===== config.mk =====
export PLATFORM = sky130hd
export DESIGN_NAME = pin_func_guard
export DESIGN_NICKNAME = d
export VERILOG_FILES = /design/src/rtl/pfl_pkg.sv /design/src/rtl/pfl_ready_gate.sv /design/src/rtl/pfl_lock_ctrl.sv /design/src/rtl/pfl_fsel_reg.sv /design/src/rtl/pin_func_guard.sv
export SDC_FILE = /design/constraint.sdc
export NUM_CORES = 1
export LEC_CHECK = 0
export ABC_CLOCK_PERIOD_IN_PS = 1400
export CAP_MARGIN = 5
export CELL_PAD_IN_SITES_DETAIL_PLACEMENT = 1
export CELL_PAD_IN_SITES_GLOBAL_PLACEMENT = 1
export CORE_MARGIN = 2
export CORE_UTILIZATION = 20
export DETAILED_ROUTE_END_ITERATION = 12
export PLACE_DENSITY_LB_ADDON = 0.1
export SLEW_MARGIN = 40
export SYNTH_ARGS = -nofsm -noshare
export SYNTH_HDL_FRONTEND = slang
export SYNTH_SLANG_ARGS = --single-unit

===== constraint.sdc =====
create_clock -name clk -period 1.4 [get_ports clk]
set_input_delay 0.28 -clock clk [delete_from_list [all_inputs] [get_ports clk]]
set_output_delay 0.28 -clock clk [all_outputs]
set_load 0.02 [all_outputs]

===== src/rtl/pfl_pkg.sv =====
package pfl_pkg;
    localparam int DATA_W   = 32;
    localparam int ADDR_W   = 2;
    localparam int NUM_PINS = 4;
    localparam logic [DATA_W-1:0] UNLOCK_KEY = 32'h4C4F434B;

    typedef enum logic [ADDR_W-1:0] {
        REG_LOCK   = 2'd0,
        REG_COMMIT = 2'd1,
        REG_FSEL   = 2'd2,
        REG_NONE   = 2'd3
    } reg_sel_e;

    typedef struct packed {
        logic wr_lock;
        logic wr_commit;
        logic wr_fsel;
    } wr_strobe_t;

    function automatic logic key_match(input logic [DATA_W-1:0] d);
        return d == UNLOCK_KEY;
    endfunction
endpackage


===== src/rtl/pfl_ready_gate.sv =====
module pfl_ready_gate #(
    parameter int READY_DLY = 2
) (
    input  logic clk,
    input  logic rst,
    input  logic clk_en_i,
    output logic ready_o
);
    logic [READY_DLY-1:0] stage_q;

    generate
        for (genvar i = 0; i < READY_DLY; i++) begin : g_stage
            if (i == 0) begin : g_first
                always_ff @(posedge clk) begin
                    if (rst) stage_q[i] <= 1'b0;
                    else     stage_q[i] <= clk_en_i;
                end
            end else begin : g_next
                always_ff @(posedge clk) begin
                    if (rst) stage_q[i] <= 1'b0;
                    else     stage_q[i] <= stage_q[i-1];
                end
            end
        end
    endgenerate

    assign ready_o = stage_q[READY_DLY-1];

    // ready only rises after the enable was seen
    a_r2_ready_follows_en: assert property (@(posedge clk) disable iff (rst)
        $rose(ready_o) |-> $past(clk_en_i));
endmodule


===== src/rtl/pfl_lock_ctrl.sv =====
module pfl_lock_ctrl
    import pfl_pkg::*;
#(
    parameter int NP = NUM_PINS
) (
    input  logic              clk,
    input  logic              rst,
    input  logic              wr_lock_i,
    input  logic              wr_commit_i,
    input  logic [DATA_W-1:0] wdata_i,
    output logic              locked_o,
    output logic [NP-1:0]     commit_o
);
    logic          locked_q;
    logic [NP-1:0] commit_q;

    always_ff @(posedge clk) begin
        if (rst) begin
            locked_q <= 1'b1;
        end else if (wr_lock_i) begin
            locked_q <= !key_match(wdata_i);
        end
    end

    always_ff @(posedge clk) begin
        if (rst) begin
            commit_q <= '0;
        end else if (wr_commit_i && !locked_q) begin
            commit_q <= wdata_i[NP-1:0];
        end
    end

    assign locked_o = locked_q;
    assign commit_o = commit_q;

    // unlocking only ever follows a key write
    a_r4_unlock_needs_key: assert property (@(posedge clk) disable iff (rst)
        $fell(locked_q) |-> $past(wr_lock_i && wdata_i == UNLOCK_KEY));
    // commit bits frozen while locked
    a_r6_commit_frozen: assert property (@(posedge clk) disable iff (rst)
        locked_q |=> $stable(commit_q));
endmodule


===== src/rtl/pfl_fsel_reg.sv =====
module pfl_fsel_reg #(
    parameter int NP = 4
) (
    input  logic          clk,
    input  logic          rst,
    input  logic          wr_i,
    input  logic [NP-1:0] commit_i,
    input  logic [NP-1:0] wdata_i,
    output logic [NP-1:0] sel_o
);
    logic [NP-1:0] sel_q;

    generate
        for (genvar p = 0; p < NP; p++) begin : g_pin
            always_ff @(posedge clk) begin
                if (rst)                     sel_q[p] <= 1'b0;
                else if (wr_i && commit_i[p]) sel_q[p] <= wdata_i[p];
            end
        end
    endgenerate

    assign sel_o = sel_q;

    // no change without an accepted write
    a_r7_hold_without_write: assert property (@(posedge clk) disable iff (rst)
        !wr_i |=> $stable(sel_q));
    // uncommitted pins never move
    a_r7_uncommitted_hold: assert property (@(posedge clk) disable iff (rst)
        1'b1 |=> ((sel_q ^ $past(sel_q)) & ~$past(commit_i)) == '0);
endmodule


===== src/rtl/pin_func_guard.sv =====
module pin_func_guard
    import pfl_pkg::*;
#(
    parameter int READY_DLY = 2
) (
    input  logic                clk,
    input  logic                rst,
    input  logic                port_clk_en,
    output logic                port_ready,
    input  logic [ADDR_W-1:0]   bus_addr,
    input  logic                bus_wr,
    input  logic [DATA_W-1:0]   bus_wdata,
    output logic [DATA_W-1:0]   bus_rdata,
    output logic [NUM_PINS-1:0] pin_is_debug
);
    reg_sel_e            sel;
    wr_strobe_t          stb;
    logic                locked;
    logic [NUM_PINS-1:0] commit;
    logic [NUM_PINS-1:0] fsel;

    pfl_ready_gate #(.READY_DLY(READY_DLY)) u_ready (
        .clk(clk), .rst(rst), .clk_en_i(port_clk_en), .ready_o(port_ready)
    );

    assign sel = reg_sel_e'(bus_addr);

    always_comb begin
        stb           = '0;
        stb.wr_lock   = port_ready && bus_wr && (sel == REG_LOCK);
        stb.wr_commit = port_ready && bus_wr && (sel == REG_COMMIT);
        stb.wr_fsel   = port_ready && bus_wr && (sel == REG_FSEL) && !locked;
    end

    pfl_lock_ctrl #(.NP(NUM_PINS)) u_lock (
        .clk(clk), .rst(rst),
        .wr_lock_i(stb.wr_lock), .wr_commit_i(stb.wr_commit),
        .wdata_i(bus_wdata), .locked_o(locked), .commit_o(commit)
    );

    pfl_fsel_reg #(.NP(NUM_PINS)) u_fsel (
        .clk(clk), .rst(rst), .wr_i(stb.wr_fsel), .commit_i(commit),
        .wdata_i(bus_wdata[NUM_PINS-1:0]), .sel_o(fsel)
    );

    always_comb begin
        bus_rdata = '0;
        if (port_ready) begin
            unique case (sel)
                REG_LOCK:   bus_rdata[0]          = locked;
                REG_COMMIT: bus_rdata[NUM_PINS-1:0] = commit;
                REG_FSEL:   bus_rdata[NUM_PINS-1:0] = fsel;
                default:    bus_rdata             = '0;
            endcase
        end
    end

    assign pin_is_debug = ~fsel;

    // the cycle after reset all pins are debug
    a_r1_reset_debug: assert property (@(posedge clk) disable iff (rst)
        $past(rst) |-> (pin_is_debug == '1 && !port_ready));
    // pins only leave debug while unlocked
    a_r7_locked_pins_hold: assert property (@(posedge clk) disable iff (rst)
        locked |=> $stable(pin_is_debug));
    // no register changes before ready
    a_r2_gate_blocks: assert property (@(posedge clk) disable iff (rst)
        !port_ready |=> ($stable(commit) && $stable(fsel)));
endmodule


After elaboration in Yosys (flattened, before gate mapping)
Cells that the tools add are included.

word-level totals
  register bits = 11
  input port bits = 38

cells by class
  equal/unequal tests = 3
  multiplexer cells = 3
  bitwise operators = 1
  reductions and logical operators = 13

operator list
  kind                                              number
  == test 32 x 31 -> 1 bit (second input constant)  1
  logical AND 1 bit                                 10
  case mux 3 bit (2 select lines)                   1
  two-way mux 4 bit                                 1
  NOT 4 bit                                         1
  case mux 1 bit (3 select lines)                   1
  == test 2 x 1 -> 1 bit (second input constant)    1
  == test 2 bit (second input constant)             1
  logical NOT 1 bit                                 2
  logical NOT 2 bit                                 1

Logic depth before layout (Yosys ltp)
  word-level depth = 4
  depth in mapped cells = 6

Cells and area by module
A second synthesis with hierarchy kept.

unflattened totals
  cell total of the unflattened synthesis = 102
  area total of the unflattened synthesis = 868.3 sq um

by module, submodules not included
  module          times used  cells an instance  area each (sq um)  seq. area each (sq um)
  pin_func_guard  1           51                 364.1              0.0
  pfl_lock_ctrl   1           30                 276.5              100.1
  pfl_fsel_reg    1           17                 175.2              80.1
  pfl_ready_gate  1           4                  52.6               40.0

Worst setup path after synthesis
Ideal clock, no wire load.

  path kind = input to output
  start = input port bus_addr[1]
  end = output port bus_rdata[0]
  arrival = 1.182 ns
  required time = 1.120 ns
  path slack = -0.062 ns
  stages on the path = 4
  path buffers = 0
  cell sequence = inv_1 ha_1 a222oi_1 nor3b_1

on the way
  longest elaborated chain between the ends = 3

ends and longest elaborated chain
  what                                   RTL line              text
  start, declared                        pin_func_guard.sv:10  input logic [ADDR_W-1:0] bus_addr,
  == test 2 bit (tied with other cells)  pin_func_guard.sv:49  unique case (sel)
  case mux 1 bit (3 select lines) *      pin_func_guard.sv:49
  two-way mux 4 bit *                    pin_func_guard.sv:48  if (port_ready) begin
  end, declared                          pin_func_guard.sv:13  output logic [DATA_W-1:0] bus_rdata,

Mark *: on every way between the ends. The rest lies on a longest branch, timed or not.

Final worst setup path
Same ends and word-level chain as after synthesis.

==> results <==
cell families after synthesis:
kind of cell	count (synthesis)
other	1
multiplexers	4
adder cells (fa/ha/maj)	4
AO/OA/AOI/OAI	13
flip-flops	11
AND/OR/NAND/NOR	30
buffers and inverters	36
state kept, by name (all words and copies together) (netlist names):
signal	cells
u_fsel.sel_o	4
u_lock.commit_o	4
u_lock.locked_o	1
u_ready.ready_o	1
u_ready.stage_q	1
area by class of cell:
class	instances	area share
multi-input combinational	79	0.3690
sequential	11	0.1450
clock inverter	1	0.003295
tap	50	0.04119
timing repair buffer	65	0.3995
clock buffer	3	0.02718
inverter	6	0.01483
routing by layer:
metal	GRT usage	up-vias	routed length [µm]
met3	0.01786	5	172
li1	-	419	-
met1	0.1244	411	890
met4	0.05882	0	61
met2	0.2236	36	1463
met5	0	-	0
where the power goes:
group | switching (mW) | internal [mW]
clock network | 0.139 | 0.197
logic | 0.122 | 0.127
registers | 0.00163 | 0.316
cell usage after synthesis (all sizes together):
cell and n:
a31oi 1, conb 1, mux2i 4, buf 28, clkbuf 2, nor3 2, a21oi 4, nor4bb 1
nor4b 1, ha 4, nor2b 2, nor3b 2, a222oi 1, dfxtp 11, nand4b 4, nor2 7
inv 6, nand2 1, and4b 2, nand3 5, a22oi 3, a21o 4, or4bb 1, nor4 1
or4b 1
through the flow:
stage	setup TNS, ps	utilization	power [mW]
2_1_floorplan	0	-	0.4767
3_3_place_gp	-7190	0.3441	0.5530
3_5_place_dp	-7834	0.3441	0.5571
4_1_cts	-139.6	0.3635	0.9069
5_1_grt	-543.1	0.3797	0.9550
6_report	-340.9	0.3797	0.9017
path summary, 6_finish.rpt:
path,end,slack [ps],depth (start not counted)
setup / recovery,bus_rdata[0],-100,6
setup reg to reg,u_fsel.sel_o[3]$_SDFFE_PP0P_,220,5
hold / removal,u_fsel.sel_o[0]$_SDFFE_PP0P_,420,3
hold reg to reg,u_ready.ready_o$_SDFF_PP0_,450,1
layout by cell type, fill, tap and decap left out, drive strengths merged, types with 3 or more instances in the layout:
master / count
clkbuf: 4
nand3: 5
a21oi: 4
mux2i: 4
inv: 6
buf: 25
dlymetal6s2s: 4
a21o: 4
conb: 28
nor2: 7
a22oi: 3
ha: 4
nand4b: 4
dlygate4sd2: 7
clkdlybuf4s50: 28
dfxtp: 11
tightest hold or removal path: stages:
cell and delay (ps):
dlymetal6s2s_1 100, buf_4 190, a21oi_2 40
timing repair:
action                                 CTS  global route
pin swaps                                8            11
gates cloned                             0             0
gates resized for setup                 50            17
setup endpoints to repair               18             6
endpoints found under the hold margin    0             0
setup buffers                            0             2
==> summary.txt <==
Placed design
  • Placed Cells: between 200 and 250
  • Placement Setup Slack: -953.6 ps
  • Buffers on Ports: 46
  • Placement Cell Area: around 1400 µm²
  • DP HPWL: 2149 µm
  • Placer Congestion: 0.7070

Worst setup path
  • Critical path launch point type: input port
  • Crit path capture type: output port
  • Crit-path most repeated cell: buf_6
  • CP Data Required Time: 1120 ps
  • Largest delay contributor family on the critical path: buffers and inverters
  • Kind of critical path: in2out
  • FF-to-FF Start: u_lock.locked_o$_SDFFE_PP1P_
  • Max incr delay on CP: between 300 and 400 ps
  • Crit path cell chain: buf_6 -> buf_6 -> ha_4 -> a222oi_1 -> nor3b_2 -> buf_4
  • Buffers plus inverters on the worst setup path: 3
  • Crit path launch: bus_addr[1]
  • CP max-delay cell: a222oi_1
  • CP max FO: 2
  • Crit path DAT: 1220 ps

Cells and area
  • Reg area: 220.2 µm²
  • Share of layout cells above drive strength 1: 0.2788
  • Area Overhead vs Synth: 81.47%
  • Diode count: 0
  • Filler cells: 480
  • Nets@finish: about 210
  • Footprint of the multi-input gates: roughly 560 µm²
  • Design area: 1519 µm²
  • Finished Layout Cells: 215

Synth
  • Largest family of logic cells by synthesized area: buffers and inverters
  • Yosys top cell area share: 0.2631
  • Compound-Gate Fraction of Synth Area: 0.1061
  • Syn Area/Cell: roughly 8.5 µm²
  • Post-Synth Simple-Gate Area: 0.2317
  • Synthesized area: approximately 840 µm²
  • Synthesis-stage register bit count: 11
  • Sequential fraction of the synthesis area: 0.2631
  • Multiplexer share of the synthesized area: 0.04783
  • Top post-synthesis cells by area: dfxtp_1 26%, buf_4 25%, ha_1 6.0%
  • Dominant cell type by area after synthesis: dfxtp_1
  • Synth warnings: 0
  • Post-synthesis adder-cell area fraction: 0.05979
  • Post-synth cell types: 25
  • Post-synthesis xor/xnor area fraction: 0
  • Post-Synthesis Cells: between 90 and 100

Clock tree
  • Root Driver: clkbuf_8
  • Insertion delay to the later sink of the worst-skew pair: 250 ps
  • # hold bufs at CTS: 0
  • CTS tree: yes
  • CTS Buffer Depth: 2
  • Reg clk slew, reported paths: 50 ps
  • H-tree depth: 1
  • Clock sinks: 11
  • CTS Buf Count: 3

Routing
  • First-pass DRT Iterations: 4
  • Vias: ~870
  • Vias per cell: a little over 4
  • DR WL/cell: 12.03 µm
  • DRT antenna net count: 0
  • # DRC: 0
  • Drt total wl: 2587 µm
  • DR iter-0 viols: 14

Global routing
  • Vias in the first global route: a little over 900
  • Gr ovfl total: 0
  • GRT Total Usage: 0.1177
  • Global-route wire length before repair: 4036 µm
  • Pin count of the biggest net entering global routing: 12
  • Initial antenna violation count: 0

Min path
  • Hold/Removal Path Class: in2reg
  • Hold Startpoint: rst

STA
  • Slew Limit Fails: 0
  • RSZ-0062 raised after global routing: true
  • Clock Skews: 3.355 ps
  • Final Hold Vio Count: 0
  • Final setup violating endpoints: 4
  • Final period util: 1.070
  • Final min period: 1497 ps
  • Hold WS: 422.8 ps
  • Achievable Freq: approximately 670 MHz
  • Final worst-path setup slack: -97.45 ps

Run status
  • Violations in the final reports: negative setup slack
  • Outcome: complete, but fails checks

Floorplanning
  • Total die area: 4719 µm²
  • Core box area: 4000 µm²
  • Die outline width: 68.70 µm
  • Die Span Y: 68.70 µm
  • Initial core utilization: 0.2093
  • IO Pins: 75
  • Num rows: 23

Power
  • Leak pwr: slightly below 0.7 nW
  • Pwr dens: a little under 600 nW/µm²
  • Peak VDD IR: 0.2026 mV

Run
  • Max-cap violations: 0
(Power assumes the default switching activity.)
